File: config.mk
export PLATFORM = sky130hd
export DESIGN_NAME = dma_req_ctrl
export DESIGN_NICKNAME = d
export VERILOG_FILES = /design/src/rtl/dmr_pkg.sv /design/src/rtl/dmr_sync_edge.sv /design/src/rtl/dmr_wr_path.sv /design/src/rtl/dmr_req_fsm.sv /design/src/rtl/dma_req_ctrl.sv
export SDC_FILE = /design/constraint.sdc
export NUM_CORES = 1
export LEC_CHECK = 0
export CAP_MARGIN = 30
export CORE_MARGIN = 4
export CORE_UTILIZATION = 40
export CTS_CLUSTER_DIAMETER = 30
export CTS_CLUSTER_SIZE = 24
export DETAILED_ROUTE_END_ITERATION = 7
export PLACE_DENSITY = 0.77
export SLEW_MARGIN = 10
export SYNTH_ARGS = -nofsm -noshare
export SYNTH_HDL_FRONTEND = slang
export SYNTH_SLANG_ARGS = --single-unit
File: constraint.sdc
create_clock -name clk_i -period 1.5 [get_ports clk_i]
set_clock_uncertainty 0.2 [all_clocks]
set_input_delay 0.15 -clock clk_i [delete_from_list [all_inputs] [get_ports clk_i]]
set_output_delay 0.15 -clock clk_i [all_outputs]
set_load 0.01 [all_outputs]
File: src/rtl/dmr_pkg.sv
package dmr_pkg;
  localparam int unsigned IDX_DACK = 0;
  localparam int unsigned IDX_WR   = 1;
  localparam int unsigned N_STROBE = 2;

  typedef enum logic [1:0] {
    PH_IDLE = 2'd0,
    PH_RUN  = 2'd1,
    PH_TAIL = 2'd2
  } phase_e;
endpackage

File: src/rtl/dmr_sync_edge.sv
module dmr_sync_edge #(
  parameter int unsigned N      = 2,
  parameter int unsigned STAGES = 2
) (
  input  logic         clk_i,
  input  logic         rst_ni,
  input  logic [N-1:0] d_i,
  output logic [N-1:0] lvl_o,
  output logic [N-1:0] fall_o
);
  for (genvar g = 0; g < N; g++) begin : g_bit
    logic [STAGES-1:0] sh_q;
    logic              prev_q;
    always_ff @(posedge clk_i or negedge rst_ni) begin
      if (!rst_ni) begin
        sh_q   <= '1;
        prev_q <= 1'b1;
      end else begin
        sh_q   <= {sh_q[STAGES-2:0], d_i[g]};
        prev_q <= sh_q[STAGES-1];
      end
    end
    assign lvl_o[g]  = sh_q[STAGES-1];
    assign fall_o[g] = prev_q & ~sh_q[STAGES-1];
  end
endmodule

File: src/rtl/dmr_wr_path.sv
module dmr_wr_path #(
  parameter int unsigned DW = 8
) (
  input  logic          clk_i,
  input  logic          rst_ni,
  input  logic          exec_start_i,
  input  logic          active_i,
  input  logic          wr_fall_i,
  input  logic          wr_lvl_i,
  input  logic          dack_lvl_i,
  input  logic          tc_i,
  input  logic          fifo_full_i,
  input  logic [DW-1:0] wdata_i,
  output logic          last_hit_o,
  output logic          we_o,
  output logic [DW-1:0] wdata_o,
  output logic          last_o,
  output logic          overrun_o
);
  logic wr_hit;
  assign wr_hit     = wr_fall_i & ~dack_lvl_i & active_i;
  assign last_hit_o = wr_hit & tc_i;

  always_ff @(posedge clk_i or negedge rst_ni) begin
    if (!rst_ni) begin
      we_o      <= 1'b0;
      last_o    <= 1'b0;
      wdata_o   <= '0;
      overrun_o <= 1'b0;
    end else begin
      we_o   <= wr_hit & ~fifo_full_i;
      last_o <= wr_hit & ~fifo_full_i & tc_i;
      // track host data while strobe is low; value at the edge cycle goes out
      if (!wr_lvl_i) wdata_o <= wdata_i;
      if (exec_start_i)              overrun_o <= 1'b0;
      else if (wr_hit & fifo_full_i) overrun_o <= 1'b1;
    end
  end
endmodule

File: src/rtl/dmr_req_fsm.sv
module dmr_req_fsm
  import dmr_pkg::*;
#(
  parameter int unsigned CNT_W = 5,
  parameter int unsigned THR_W = 4
) (
  input  logic             clk_i,
  input  logic             rst_ni,
  input  logic             exec_start_i,
  input  logic             dack_fall_i,
  input  logic             tc_i,
  input  logic             last_hit_i,
  input  logic             fifo_full_i,
  input  logic [CNT_W-1:0] fifo_cnt_i,
  input  logic [THR_W-1:0] thresh_i,
  output logic             req_o,
  output logic             active_o
);
  phase_e ph_q;
  logic   rearm;

  assign active_o = (ph_q != PH_IDLE);
  assign rearm    = ~fifo_full_i & (fifo_cnt_i <= CNT_W'(thresh_i));

  always_ff @(posedge clk_i or negedge rst_ni) begin
    if (!rst_ni) begin
      ph_q  <= PH_IDLE;
      req_o <= 1'b0;
    end else if (exec_start_i) begin
      ph_q  <= PH_RUN;
      req_o <= 1'b1;
    end else if (last_hit_i) begin
      ph_q  <= PH_IDLE;
      req_o <= 1'b0;
    end else if (ph_q == PH_RUN) begin
      if (dack_fall_i & tc_i) begin
        // qualified TC: drop now, still accept the final byte
        ph_q  <= PH_TAIL;
        req_o <= 1'b0;
      end else if (req_o & fifo_full_i) begin
        req_o <= 1'b0;
      end else if (!req_o & rearm) begin
        req_o <= 1'b1;
      end
    end
  end
endmodule

File: src/rtl/dma_req_ctrl.sv
module dma_req_ctrl
  import dmr_pkg::*;
#(
  parameter int unsigned DEPTH       = 16,
  parameter int unsigned DW          = 8,
  parameter int unsigned SYNC_STAGES = 2,
  localparam int unsigned CNT_W      = $clog2(DEPTH + 1),
  localparam int unsigned THR_W      = $clog2(DEPTH)
) (
  input  logic             clk_i,
  input  logic             rst_ni,
  input  logic             exec_start_i,
  input  logic             dack_ni,
  input  logic             wr_ni,
  input  logic             tc_i,
  input  logic [DW-1:0]    wdata_i,
  input  logic [THR_W-1:0] thresh_i,
  input  logic             fifo_full_i,
  input  logic [CNT_W-1:0] fifo_cnt_i,
  output logic             req_o,
  output logic             fifo_we_o,
  output logic [DW-1:0]    fifo_wdata_o,
  output logic             last_o,
  output logic             overrun_o
);
  logic [N_STROBE-1:0] s_lvl, s_fall, s_raw;
  logic active, last_hit;

  assign s_raw[IDX_DACK] = dack_ni;
  assign s_raw[IDX_WR]   = wr_ni;

  dmr_sync_edge #(.N(N_STROBE), .STAGES(SYNC_STAGES)) u_sync (
    .clk_i, .rst_ni, .d_i(s_raw), .lvl_o(s_lvl), .fall_o(s_fall)
  );

  dmr_wr_path #(.DW(DW)) u_wr (
    .clk_i, .rst_ni, .exec_start_i,
    .active_i   (active),
    .wr_fall_i  (s_fall[IDX_WR]),
    .wr_lvl_i   (s_lvl[IDX_WR]),
    .dack_lvl_i (s_lvl[IDX_DACK]),
    .tc_i, .fifo_full_i, .wdata_i,
    .last_hit_o (last_hit),
    .we_o       (fifo_we_o),
    .wdata_o    (fifo_wdata_o),
    .last_o, .overrun_o
  );

  dmr_req_fsm #(.CNT_W(CNT_W), .THR_W(THR_W)) u_fsm (
    .clk_i, .rst_ni, .exec_start_i,
    .dack_fall_i (s_fall[IDX_DACK]),
    .tc_i,
    .last_hit_i  (last_hit),
    .fifo_full_i, .fifo_cnt_i, .thresh_i,
    .req_o,
    .active_o    (active)
  );
endmodule

==> impl_metrics.csv <==
group,metric,value,unit
outcome,status,"finished, final reports clean",
drt,vias,622,
drt,viasPerCell,4.82,
power_and_ir_drop,power_density,865,nW/um^2
clock_tree,cts_tree,"done",
drt,wl_per_cell,13.4,um
floorplanning,core,1960,sq um
clock_tree,htreeDepth,1,
global_route,use_met2,0.243,
worst_hold_path,min_path_type,"input port to register",
global_route,antenna_found_initial,0,
clock_tree,root_buffer,"clkbuf_4",
yosys,synth_seq_area_share,0.617,
timing,min_period_over_period,0.975,
floorplanning,rows,16,
drt,firstDrtPassIters,2,
global_route,grt_usage,0.130,
drt,drc,0,
timing,timing.fmax,684,MHz
yosys,yosysWarnings,0,
worst_setup_path,reg2reg_to,"u_fsm.req_o",
worst_setup_path,critical_path_required,1500,ps
worst_setup_path,reg2reg_depth,3,
yosys,ys_types,22,
global_route,grt_start_max_net_pins,21,
clock_tree,insertion_delay,300,ps
global_route,met3_usage,0.0451,
timing,setup-tns-final,0,ps
flow_run,cap_violations,0,
worst_setup_path,crit_type,"input port to register",
placement,post-place-cells,123,
timing,whs,39.7,ps
power_and_ir_drop,switching_share,0.236,
worst_setup_path,startpoint,"fifo_cnt_i[1]",
global_route,use_met1,0.134,
timing,relSlewSlack,0.819,
finish,final_common_cell,"clkdlybuf4s50_1",
timing,maxSlewViolCount,0,
worst_hold_path,hold_path_depth,1,
clock_tree,cts_buffer_depth,2,
worst_setup_path,crit_chain,"clkdlybuf4s50_1 > ha_4 > and4b_1 > a21oi_2 > o41ai_2 > a31o_1",
power_and_ir_drop,power_switching,0.000269,W
floorplanning,io_pins,36,
drt,ant_nets,0,
worst_setup_path,crit_path_end,"u_fsm.req_o",
finish,layout_common_cells,"clkdlybuf4s50_1 (21), dfrtp_1 (14), dlygate4sd2_1 (12)",
clock_tree,clk_transition_reported_paths,110,ps
placement,hpwl,1270,um
timing,finalHoldViolCount,0,
global_route,grt_pass1_wl,2640,um
timing,finalWorstSetupSlack,37.0,ps
finish,fin_nets,131,
finish,area_growth_syn_to_layout,59.9,%
finish,layout-drive-gt1-share,0.304,
power_and_ir_drop,combPwrFrac,0.194,
clock_tree,cts_buffers,3,
clock_tree,clock-sinks,20,
drt,wl,1730,um
timing,rsz0062_at_grt,"true",
worst_setup_path,r2r_slack,60,ps
power_and_ir_drop,seq_power_share,0.536,
yosys,syn_area,823,sq um
finish,instances_no_fill,129,
yosys,avgSynthCellArea,13.7,sq um
worst_setup_path,crit_path_top_delay_cell,"clkdlybuf4s50_1",
finish,antennaDiodeCount,0,
worst_setup_path,cp-end-kind,"register",
timing,min_period,1460,ps
floorplanning,die_w,53.4,um
placement,preCtsSetupSlack,-393,ps
power_and_ir_drop,leakage,0.588,nW
timing,max_slew.worst_pin.slew,271,ps
placement,numPortBuffers,35,
finish,num-fill-cells,169,
power_and_ir_drop,vdd_drop_max,0.761,mV
global_route,grt_pass1_vias,664,
power_and_ir_drop,power.internal,0.000870,W
drt,drt-initial-drc-count,2,
worst_setup_path,rr_startpoint,"u_sync.g_bit[0].sh_q[1]",
global_route,grt_overflow,0,
worst_setup_path,arrival,1460,ps
floorplanning,die_area,2850,sq um
worst_setup_path,max_stage_delay,510,ps
floorplanning,die_h,53.4,um
yosys,ys_ff_latch,20,
global_route,grt_busiest_layer,"met2",
floorplanning,initial_core_util,0.420,
worst_setup_path,critPathLaunchType,"input port",
placement,gp_congestion,0.693,
yosys,postSynthCellCount,60,
worst_setup_path,cp_max_fo,2,
timing,setup_violations,0,
power_and_ir_drop,p_clk_frac,0.270,
yosys,synth_nets,88,
[synth_stat cells, drive strengths merged]
cell type,number,share of area
a211oi,1,0.0091
a21oi,3,0.018
a31o,2,0.021
and4b,2,0.029
buf,1,0.014
dfrtp,14,0.43
dfstp,6,0.19
ha,4,0.061
inv,4,0.018
mux2,8,0.11
nand2,2,0.0091
nand2b,1,0.0076
nand3,1,0.0061
nor2,4,0.018
nor2b,1,0.0076
nor3,1,0.012
nor4,1,0.0076
o21ai,1,0.0061
o31ai,1,0.0091
o41ai,1,0.011
or2b,1,0.0091
[cell type report]
type                    count  area (sq um)  area share
well taps                  27          33.8      0.0257
repair buffers             39           373       0.283
clock buffers               4          36.3      0.0276
multi-input cells          35           350       0.266
flip-flops and latches     20           508       0.386
inverters                   4          15.0      0.0114
[kinds of logic after synthesis]
logic type / synth area share
DFF: 0.617
and+or+nand+nor: 0.106
AOI/OAI and AO/OA: 0.0745
muxes: 0.109
buffers and inverters: 0.0319
adders and majority gates: 0.0608
[per-stage QoR]
stage,utilization,power (W),cell area [sq um]
global route,0.671,0.00121,1320
floorplan,-,0.000696,823
detailed placement,0.617,0.000839,1210
finish,0.671,0.00114,1320
global placement,0.617,0.000833,1210
CTS,0.646,0.00113,1270
[timing repair]
| action | 4_1_cts | 5_1_grt |
|---|---|---|
| gates resized for setup | 14 | 9 |
| setup endpoints to repair | 13 | 2 |
| pin swaps | 6 | 4 |
| hold buffers | 1 | 0 |
| setup buffers | 0 | 1 |
| hold endpoints to repair | 14 | 0 |
[layer usage]
metal / up-vias / share of wire
met5: - / 0
met4: 0 / 0
met3: 0 / 0.097
met2: 28 / 0.55
met1: 299 / 0.35
li1: 295 / -
[critical path: cells and delay by family]
kind                       cells  cell delay [ps]
AOI/OAI and AO/OA              3              390
adders and majority gates      1              210
buffers and inverters          1              510
and+or+nand+nor                1              190
[registers in the layout, indices dropped and copies added, names as in the netlist]
signal	count
u_wr.last_o	1
u_wr.wdata_o	8
u_fsm.req_o	1
u_wr.we_o	1
u_wr.overrun_o	1
u_fsm.ph_q	2
u_sync.g_bit.sh_q	4
u_sync.g_bit.prev_q	2
[power groups by stage]
stage,clock [W],sequential (W),combinational [W]
after floorplan,0,0.000625,0.0000711
after global placement,0,0.000617,0.000216
after detailed placement,0,0.000619,0.000220
after CTS,0.000317,0.000608,0.000211
after global routing,0.000351,0.000617,0.000243
final,0.000308,0.000610,0.000221
[how the worst min path moves through the flow]
stage,startpoint,end,slack [ps]
after global placement,u_sync.g_bit[0].sh_q[0],u_sync.g_bit[0].sh_q[1],150
after CTS,wr_ni,u_sync.g_bit[1].sh_q[0],40
after floorplan,rst_ni,u_fsm.ph_q[0],-350
after detailed placement,u_sync.g_bit[0].sh_q[0],u_sync.g_bit[0].sh_q[1],150
final,wr_ni,u_sync.g_bit[1].sh_q[0],40
after global routing,wr_ni,u_sync.g_bit[1].sh_q[0],20
No activity file was read; power rests on OpenSTA's default activity.
